[src/rtl/serdac_pkg.sv]
package serdac_pkg;
    parameter int WORD_W = 10;
    parameter int CODE_W = 8;
    parameter int TRIM_W = 4;
    parameter int ADDR_W = 2;

    typedef enum logic [ADDR_W-1:0] {
        TGT_TRIM_A = 2'b00,
        TGT_DAC1   = 2'b01,
        TGT_DAC0   = 2'b10,
        TGT_TRIM_B = 2'b11
    } tgt_e;

    typedef struct packed {
        logic              user_sel;
        logic              raise;
        logic [TRIM_W-1:0] mag;
    } trim_t;

    typedef enum logic [1:0] {
        FR_IDLE  = 2'd0,
        FR_RECV  = 2'd1,
        FR_JUDGE = 2'd2
    } fr_state_e;
endpackage

[src/rtl/serdac_sync.sv]
module serdac_sync #(
    parameter int LANES  = 4,
    parameter int STAGES = 2
) (
    input  logic             clk,
    input  logic             rst_n,
    input  logic [LANES-1:0] din,
    output logic [LANES-1:0] lvl,
    output logic [LANES-1:0] rise,
    output logic [LANES-1:0] fall
);
    generate
        for (genvar g = 0; g < LANES; g++) begin : g_lane
            logic [STAGES:0] pipe;
            always_ff @(posedge clk) begin
                if (!rst_n) begin
                    pipe <= '0;
                end else begin
                    pipe <= {pipe[STAGES-1:0], din[g]};
                end
            end
            assign lvl[g]  = pipe[STAGES-1];
            assign rise[g] = pipe[STAGES-1] & ~pipe[STAGES];
            assign fall[g] = ~pipe[STAGES-1] & pipe[STAGES];
        end
    endgenerate
endmodule

[src/rtl/serdac_frame.sv]
module serdac_frame
    import serdac_pkg::*;
#(
    parameter int IDLE_CYC = 64
) (
    input  logic              clk,
    input  logic              rst_n,
    input  logic              bit_in,
    input  logic              sck_rise,
    input  logic              stb_rise,
    output logic [WORD_W-1:0] word,
    output logic              commit,
    output logic              bad_frame
);
    localparam int CNT_W = $clog2(WORD_W + 2);
    localparam int TMR_W = (IDLE_CYC > 1) ? $clog2(IDLE_CYC) : 1;
    localparam logic [CNT_W-1:0] CNT_MAX  = '1;
    localparam logic [CNT_W-1:0] CNT_FULL = CNT_W'(WORD_W);
    localparam logic [TMR_W-1:0] TMR_END  = TMR_W'(IDLE_CYC - 1);

    fr_state_e         state, state_nx;
    logic [CNT_W-1:0]  bit_cnt;
    logic [TMR_W-1:0]  idle_tmr;
    logic [WORD_W-1:0] shreg;
    logic              timeout;

    assign timeout = (idle_tmr == TMR_END);
    assign word    = shreg;

    // state register
    always_ff @(posedge clk) begin
        if (!rst_n) begin
            state <= FR_IDLE;
        end else begin
            state <= state_nx;
        end
    end

    // next state
    always_comb begin
        state_nx = state;
        unique case (state)
            FR_IDLE:  if (sck_rise) state_nx = FR_RECV;
            FR_RECV:  if (stb_rise || (timeout && !sck_rise)) state_nx = FR_JUDGE;
            FR_JUDGE: state_nx = FR_IDLE;
            default:  state_nx = FR_IDLE;
        endcase
    end

    // outputs of the frame controller
    always_comb begin
        commit    = 1'b0;
        bad_frame = 1'b0;
        unique case (state)
            FR_JUDGE: begin
                commit    = (bit_cnt == CNT_FULL);
                bad_frame = (bit_cnt != CNT_FULL);
            end
            default: begin
                commit    = 1'b0;
                bad_frame = 1'b0;
            end
        endcase
    end

    // shift register and saturating edge counter
    always_ff @(posedge clk) begin
        if (!rst_n) begin
            shreg   <= '0;
            bit_cnt <= '0;
        end else if (state == FR_JUDGE) begin
            bit_cnt <= '0;
        end else if (sck_rise) begin
            shreg <= {shreg[WORD_W-2:0], bit_in};
            if (bit_cnt != CNT_MAX) begin
                bit_cnt <= bit_cnt + 1'b1;
            end
        end
    end

    // idle timer, running only while receiving
    always_ff @(posedge clk) begin
        if (!rst_n) begin
            idle_tmr <= '0;
        end else if (state != FR_RECV || sck_rise) begin
            idle_tmr <= '0;
        end else if (!timeout) begin
            idle_tmr <= idle_tmr + 1'b1;
        end
    end
endmodule

[src/rtl/serdac_regs.sv]
module serdac_regs
    import serdac_pkg::*;
#(
    parameter int NUM_DAC = 2
) (
    input  logic              clk,
    input  logic              rst_n,
    input  logic [WORD_W-1:0] word,
    input  logic              commit,
    input  logic              xfer,
    input  logic              pwr_on,
    output logic [CODE_W-1:0] code [NUM_DAC],
    output trim_t             trim_a,
    output trim_t             trim_b
);
    tgt_e tgt;
    assign tgt = tgt_e'(word[WORD_W-1 -: ADDR_W]);

    logic [CODE_W-1:0] hold [NUM_DAC];
    trim_t             trim_word;

    assign trim_word = '{user_sel: word[TRIM_W+1],
                         raise:    word[TRIM_W],
                         mag:      word[TRIM_W-1:0]};

    generate
        for (genvar d = 0; d < NUM_DAC; d++) begin : g_dac
            // DAC d is addressed by TGT_DAC0 for d=0, TGT_DAC1 for d=1
            localparam tgt_e MY_TGT = (d == 0) ? TGT_DAC0 : TGT_DAC1;
            always_ff @(posedge clk) begin
                if (!rst_n) begin
                    hold[d] <= '0;
                end else if (commit && tgt == MY_TGT) begin
                    hold[d] <= word[CODE_W-1:0];
                end
            end
            always_ff @(posedge clk) begin
                if (!rst_n) begin
                    code[d] <= '0;
                end else if (!pwr_on) begin
                    code[d] <= '0;
                end else if (xfer) begin
                    code[d] <= hold[d];
                end
            end
        end
    endgenerate

    always_ff @(posedge clk) begin
        if (!rst_n) begin
            trim_a <= '0;
            trim_b <= '0;
        end else if (commit) begin
            if (tgt == TGT_TRIM_A) trim_a <= trim_word;
            if (tgt == TGT_TRIM_B) trim_b <= trim_word;
        end
    end
endmodule

[src/rtl/serdac_port.sv]
module serdac_port
    import serdac_pkg::*;
#(
    parameter int IDLE_CYC    = 64,
    parameter int SYNC_STAGES = 2
) (
    input  logic              clk,
    input  logic              rst_n,
    input  logic              ser_din,
    input  logic              ser_clk,
    input  logic              load_strobe,
    input  logic              sdac_run,
    output logic [CODE_W-1:0] dac0_code,
    output logic [CODE_W-1:0] dac1_code,
    output logic              trim_a_user,
    output logic              trim_a_raise,
    output logic [TRIM_W-1:0] trim_a_mag,
    output logic              trim_b_user,
    output logic              trim_b_raise,
    output logic [TRIM_W-1:0] trim_b_mag,
    output logic              frame_err
);
    localparam int LN_DIN = 0;
    localparam int LN_SCK = 1;
    localparam int LN_STB = 2;
    localparam int LN_PWR = 3;
    localparam int LANES  = 4;
    localparam int NUM_DAC = 2;

    logic [LANES-1:0]  s_lvl, s_rise, s_fall;
    logic [WORD_W-1:0] word_w;
    logic              commit_w, xfer_w, pwr_w;
    logic [CODE_W-1:0] code_w [NUM_DAC];
    trim_t             trim_a_w, trim_b_w;

    serdac_sync #(.LANES(LANES), .STAGES(SYNC_STAGES)) u_sync (
        .clk  (clk),
        .rst_n(rst_n),
        .din  ({sdac_run, load_strobe, ser_clk, ser_din}),
        .lvl  (s_lvl),
        .rise (s_rise),
        .fall (s_fall)
    );

    assign xfer_w = s_fall[LN_STB];
    assign pwr_w  = s_lvl[LN_PWR];

    serdac_frame #(.IDLE_CYC(IDLE_CYC)) u_frame (
        .clk      (clk),
        .rst_n    (rst_n),
        .bit_in   (s_lvl[LN_DIN]),
        .sck_rise (s_rise[LN_SCK]),
        .stb_rise (s_rise[LN_STB]),
        .word     (word_w),
        .commit   (commit_w),
        .bad_frame(frame_err)
    );

    serdac_regs #(.NUM_DAC(NUM_DAC)) u_regs (
        .clk   (clk),
        .rst_n (rst_n),
        .word  (word_w),
        .commit(commit_w),
        .xfer  (xfer_w),
        .pwr_on(pwr_w),
        .code  (code_w),
        .trim_a(trim_a_w),
        .trim_b(trim_b_w)
    );

    assign dac0_code    = code_w[0];
    assign dac1_code    = code_w[1];
    assign trim_a_user  = trim_a_w.user_sel;
    assign trim_a_raise = trim_a_w.raise;
    assign trim_a_mag   = trim_a_w.mag;
    assign trim_b_user  = trim_b_w.user_sel;
    assign trim_b_raise = trim_b_w.raise;
    assign trim_b_mag   = trim_b_w.mag;
endmodule

[config.mk]
export PLATFORM = sky130hd
export DESIGN_NAME = serdac_port
export DESIGN_NICKNAME = d
export VERILOG_FILES = /design/src/rtl/serdac_pkg.sv /design/src/rtl/serdac_sync.sv /design/src/rtl/serdac_frame.sv /design/src/rtl/serdac_regs.sv /design/src/rtl/serdac_port.sv
export SDC_FILE = /design/constraint.sdc
export NUM_CORES = 1
export LEC_CHECK = 0
export CAP_MARGIN = 20
export CORE_ASPECT_RATIO = 1.1
export CORE_MARGIN = 2
export CORE_UTILIZATION = 59
export DETAILED_ROUTE_END_ITERATION = 16
export PLACE_DENSITY = 0.94
export SYNTH_ARGS = -nofsm -noshare
export SYNTH_HDL_FRONTEND = slang
export SYNTH_HIERARCHICAL = 1
export SYNTH_SLANG_ARGS = --single-unit
export TNS_END_PERCENT = 50
[constraint.sdc]
create_clock -name clk -period 5.8 [get_ports clk]
set_input_delay 1.16 -clock clk [delete_from_list [all_inputs] [get_ports clk]]
set_output_delay 1.16 -clock clk [all_outputs]
set_load 0.03 [all_outputs]
# Word level (Yosys, flattened, before mapping)
# Memory sizes are Yosys's and may differ from the RTL's. A register that Yosys moved wholly into a read port is not among the register bits.
# Index checks and enable logic that the tools add are counted.
[classes]
n_addsub = 2
n_eq_ne = 12
n_mux = 14
n_bitwise = 10
n_reduce_logical = 18
[ops]
columns = ["op", "count"]
rows = [
  ["2-to-1 mux 8 bit", 2],
  ["AND reduction 2 bit", 6],
  ["2-to-1 mux 1 bit", 9],
  ["!= test 4 bit (second input constant)", 2],
  ["adder 6 x 1 -> 6 bit (second input constant)", 1],
  ["== test 2 bit (second input constant)", 3],
  ["== test 6 bit (second input constant)", 1],
  ["!= test 2 x 1 -> 1 bit (second input constant)", 3],
  ["NOT 1 bit", 5],
  ["adder 4 x 1 -> 4 bit (second input constant)", 1],
  ["== test 2 x 1 -> 1 bit (second input constant)", 2],
  ["== test 4 bit (second input constant)", 1],
  ["zero test 2 bit", 2],
  ["2-to-1 mux 2 bit", 2],
  ["case mux 2 bit (2 select lines)", 1],
  ["OR reduction 2 bit", 2],
  ["AND 1 bit", 3],
  ["logical AND 1 bit", 3],
  ["zero test 1 bit", 3],
  ["logical OR 1 bit", 2],
  ["bitwise OR 1 bit", 2],
]
[totals]
reg_bits = 44
mem_bits_rw = 16
inputBits = 6
output_inout_bits = 29
elab_cells = 71
n_memories = 1
[mem_list]
columns = ["name", "words", "width", "rd", "rd_ports_with_merged_regs", "wr", "line", "text"]
rows = [
  ["u_regs.hold", 2, 8, 2, 2, 2, "serdac_regs.sv:19", "logic [CODE_W-1:0] hold [NUM_DAC];"],
]

# Depth between registers and ports, before layout
[logic_depth]
ltp_word = 7
mapped_depth = 6
depth_no_buf = 6

# By module
# The synthesis kept the hierarchy.
[modules_own_cells]
columns = ["module", "instances", "cells_per_inst", "area_per_inst_um2", "seq_area_each_um2"]
rows = [
  ["serdac_regs", 1, 140, 1660.3, 1041.0],
  ["serdac_frame", 1, 116, 1002.2, 440.4],
  ["serdac_sync", 1, 37, 416.6, 240.2],
]

# Worst setup path after synthesis
# No wires, ideal clock.
[synth_path]
kind = "register to output"
startpoint = "reg u_frame.bit_cnt[0]"
endpoint = "out frame_err"
arrival_time_ns = 1.116
required_ns = 4.640
setup_slack_ns = 3.524
stages_incl_launch_ff = 6
n_path_buf = 0
path_cell_list = "dfxtp_1 -> inv_1 -> ha_1 -> nand2_1 -> nor2_1 -> nor2_1"
[synth_via]
elab_chain_cells = 2
[synth_lines]
columns = ["item", "line", "text"]
rows = [
  ["start, declared", "serdac_frame.sv:22", "logic [CNT_W-1:0] bit_cnt;"],
  ["start signal, assigned", "serdac_frame.sv:76", "bit_cnt <= bit_cnt + 1'b1;"],
  ["!= test 4 bit", "serdac_frame.sv:57", "bad_frame = (bit_cnt != CNT_FULL);"],
  ["2-to-1 mux 1 bit", "serdac_frame.sv:54", "unique case (state)"],
  ["end, declared", "serdac_port.sv:21", "output logic frame_err"],
]
# No other way between the ends.

# Final worst setup path
# Ends and elaborated chain as after synthesis.

==> run metrics <==
status finished clean; R2R depth 4; Slew Limit Fails 0; dpl hpwl 3.521 mm; core region area 0.004932 mm^2; Worst path max stage delay 0.69 ns; Lkg Pwr 1.224 nW; worst path bufs/invs 2; Worst Tran Pin Value 1.069 ns; # rows 27; Worst Setup SP u_frame/bit_cnt[0]; TritonCTS buffer count 9; Startpoint Class flop; final WL 5.277 mm; vias in the first global route 1964; minimum clock period after layout 3.100 ns; CTS root buf clkbuf_8; CP max FO 4; Net count, final 321; CTS Hold Bufs 0; largest net degree at the start of global routing 39; Die Height 78.53 um; CTS tree done; Max-cap violations 0; DR vias/cell 5.664; Hold Violations, Final 0; critical path class reg2out; peak supply drop 0.1955 mV; worst hold-check path type reg2reg; pre-CTS WS 2.949 ns; crit path cell chain inv_1 > ha_1 > nand2_1 > nor2_1 > nor2_1 > clkdlybuf4s50_1; Critical Path Stages 6; Hold Path Stages 1; Worst Hold Endpoint u_sync/g_lane[0].pipe[1]; Syn. warnings 6; ANT cells 0; Initial Utilization 60.40%; port bufs 34; GRT Util Overall 21.33%; Die Width 71.75 um; DR iter-0 viols 103; iteration count of the initial detailed-routing pass 4; CP delay by family, top buffers and inverters; DIE AREA 0.005634 mm^2; Final ANT Viol Nets 0; hold path start u_sync/g_lane[0].pipe[0]; # DRC 0; share of layout cells above drive strength 1 10.41%; GRT overflow 0; pwr dens 287.2 mW/mm^2; Synth Cell Area 0.002979 mm^2; PnR worst setup slack 2.700 ns; post-CTS setup buffers 0; Filler Cell Count 347; CTS max path bufs 2; CTS resizes 0; Final Setup Violations 0; Layout area overhead 18.69%; CP max-delay cell clkdlybuf4s50_1; Vias 2124; Tcrit/Tclk final 53.45%; Reg2Reg Setup Slack 2.97 ns; initial antenna violation count 0; unrepaired setup endpoints after global routing no; Critical R2R Launch u_frame/state[0]; TNS Setup 0 ns; Ports 35; Syn Nets 291; Worst Setup End Kind output pin; R2R Path End u_regs/hold[1][3]; routability cong. 0.7805; Fmax 322.6 MHz; Critical Path RT 4.64 ns; Worst EP arrival 1.94 ns; CP most frequent cell nor2_1; global-route wire length before repair 9.149 mm; Tot Pwr 1.016 mW; Reg clk slew, reported paths 0.07 ns; Slew headroom 28.00%; Synth Area per Inst 10.56 um^2; H-tree levels 3; clock skew 0.005232 ns; Skew-Pair Late Insertion Delay 0.33 ns; Mapped Cells 282; WL per Instance 14.07 um; Num Clock Sinks 76
-- stage by stage --
step           utilization [%]  cells  area, um^2  hold slack, ns
6_report                 71.69    375        3536          0.4329
2_1_floorplan                -    282        2979          0.4057
3_3_place_gp             67.02    359        3306          0.4166
3_5_place_dp             67.02    359        3306          0.4189
5_1_grt                  71.69    375        3536          0.4637
4_1_cts                  71.69    375        3536          0.4357
-- flip-flops by register name (all words and copies together), names as in the netlist --
name and flops:
u_regs/code 16, u_regs/hold 16, u_frame/word 10, u_sync/g_lane.pipe 10, u_frame/idle_tmr 6, u_regs/trim_a 6
u_regs/trim_b 6, u_frame/bit_cnt 4, u_frame/state 2
-- layer usage --
metal	GRT usage [%]	up-vias	part of all wire, %
li1	-	1038	-
met1	27.49	1022	44
met2	33.33	53	51
met3	4.621	11	4.2
met4	11.51	0	1.3
met5	0	-	0
-- how the worst max path moves through the flow --
stage / end / slack (ns)
floorplan: frame_err / 3.52
global placement: u_frame/idle_tmr[4] / 3.00
detailed placement: u_regs/hold[1][0] / 2.95
CTS: frame_err / 2.68
global route: frame_err / 2.57
finish: frame_err / 2.70
-- worst register-to-register path, cell delays in order, from the launching register on --
cell and delay [ns]:
dfxtp_1 0.35, nand2b_1 0.36, nor3_1 0.76, inv_1 0.11, o21ai_0 0.87
-- where the power goes --
part	leakage [nW]	internal (mW)	switching, mW
logic	0.453	0.0105	0.0155
clock network	0.121	0.259	0.180
registers	0.651	0.547	0.00395
total	1.22	0.816	0.199
-- final cells by class --
type                    instances  area (um^2)  area share [%]
flip-flops and latches         76         1682           47.56
clock buffers                  13        190.2           5.379
clock inverters                 3        40.04           1.132
multi-input cells             184         1181           33.40
well taps                      58        72.57           2.052
inverters                       6        22.52          0.6369
repair buffers                 35        347.8           9.837
-- cell usage in the layout, fill, tap and decap left out, types with 2 or more instances in the layout --
master            n
a211oi_2          2
a21oi_1          15
and2_1           15
and2_2            7
and3_1            2
and4b_1           3
clkbuf_8         12
clkdlybuf4s50_1  34
clkinv_2          2
dfxtp_1          60
edfxtp_1         16
ha_1              3
inv_1             6
mux2i_1          28
nand2_1          24
nand2b_1          3
nand3_1          17
nor2_1           22
nor2b_1           3
nor3_1            8
nor3_2            2
o21ai_0          14
Power figures use the tool's default switching activity.
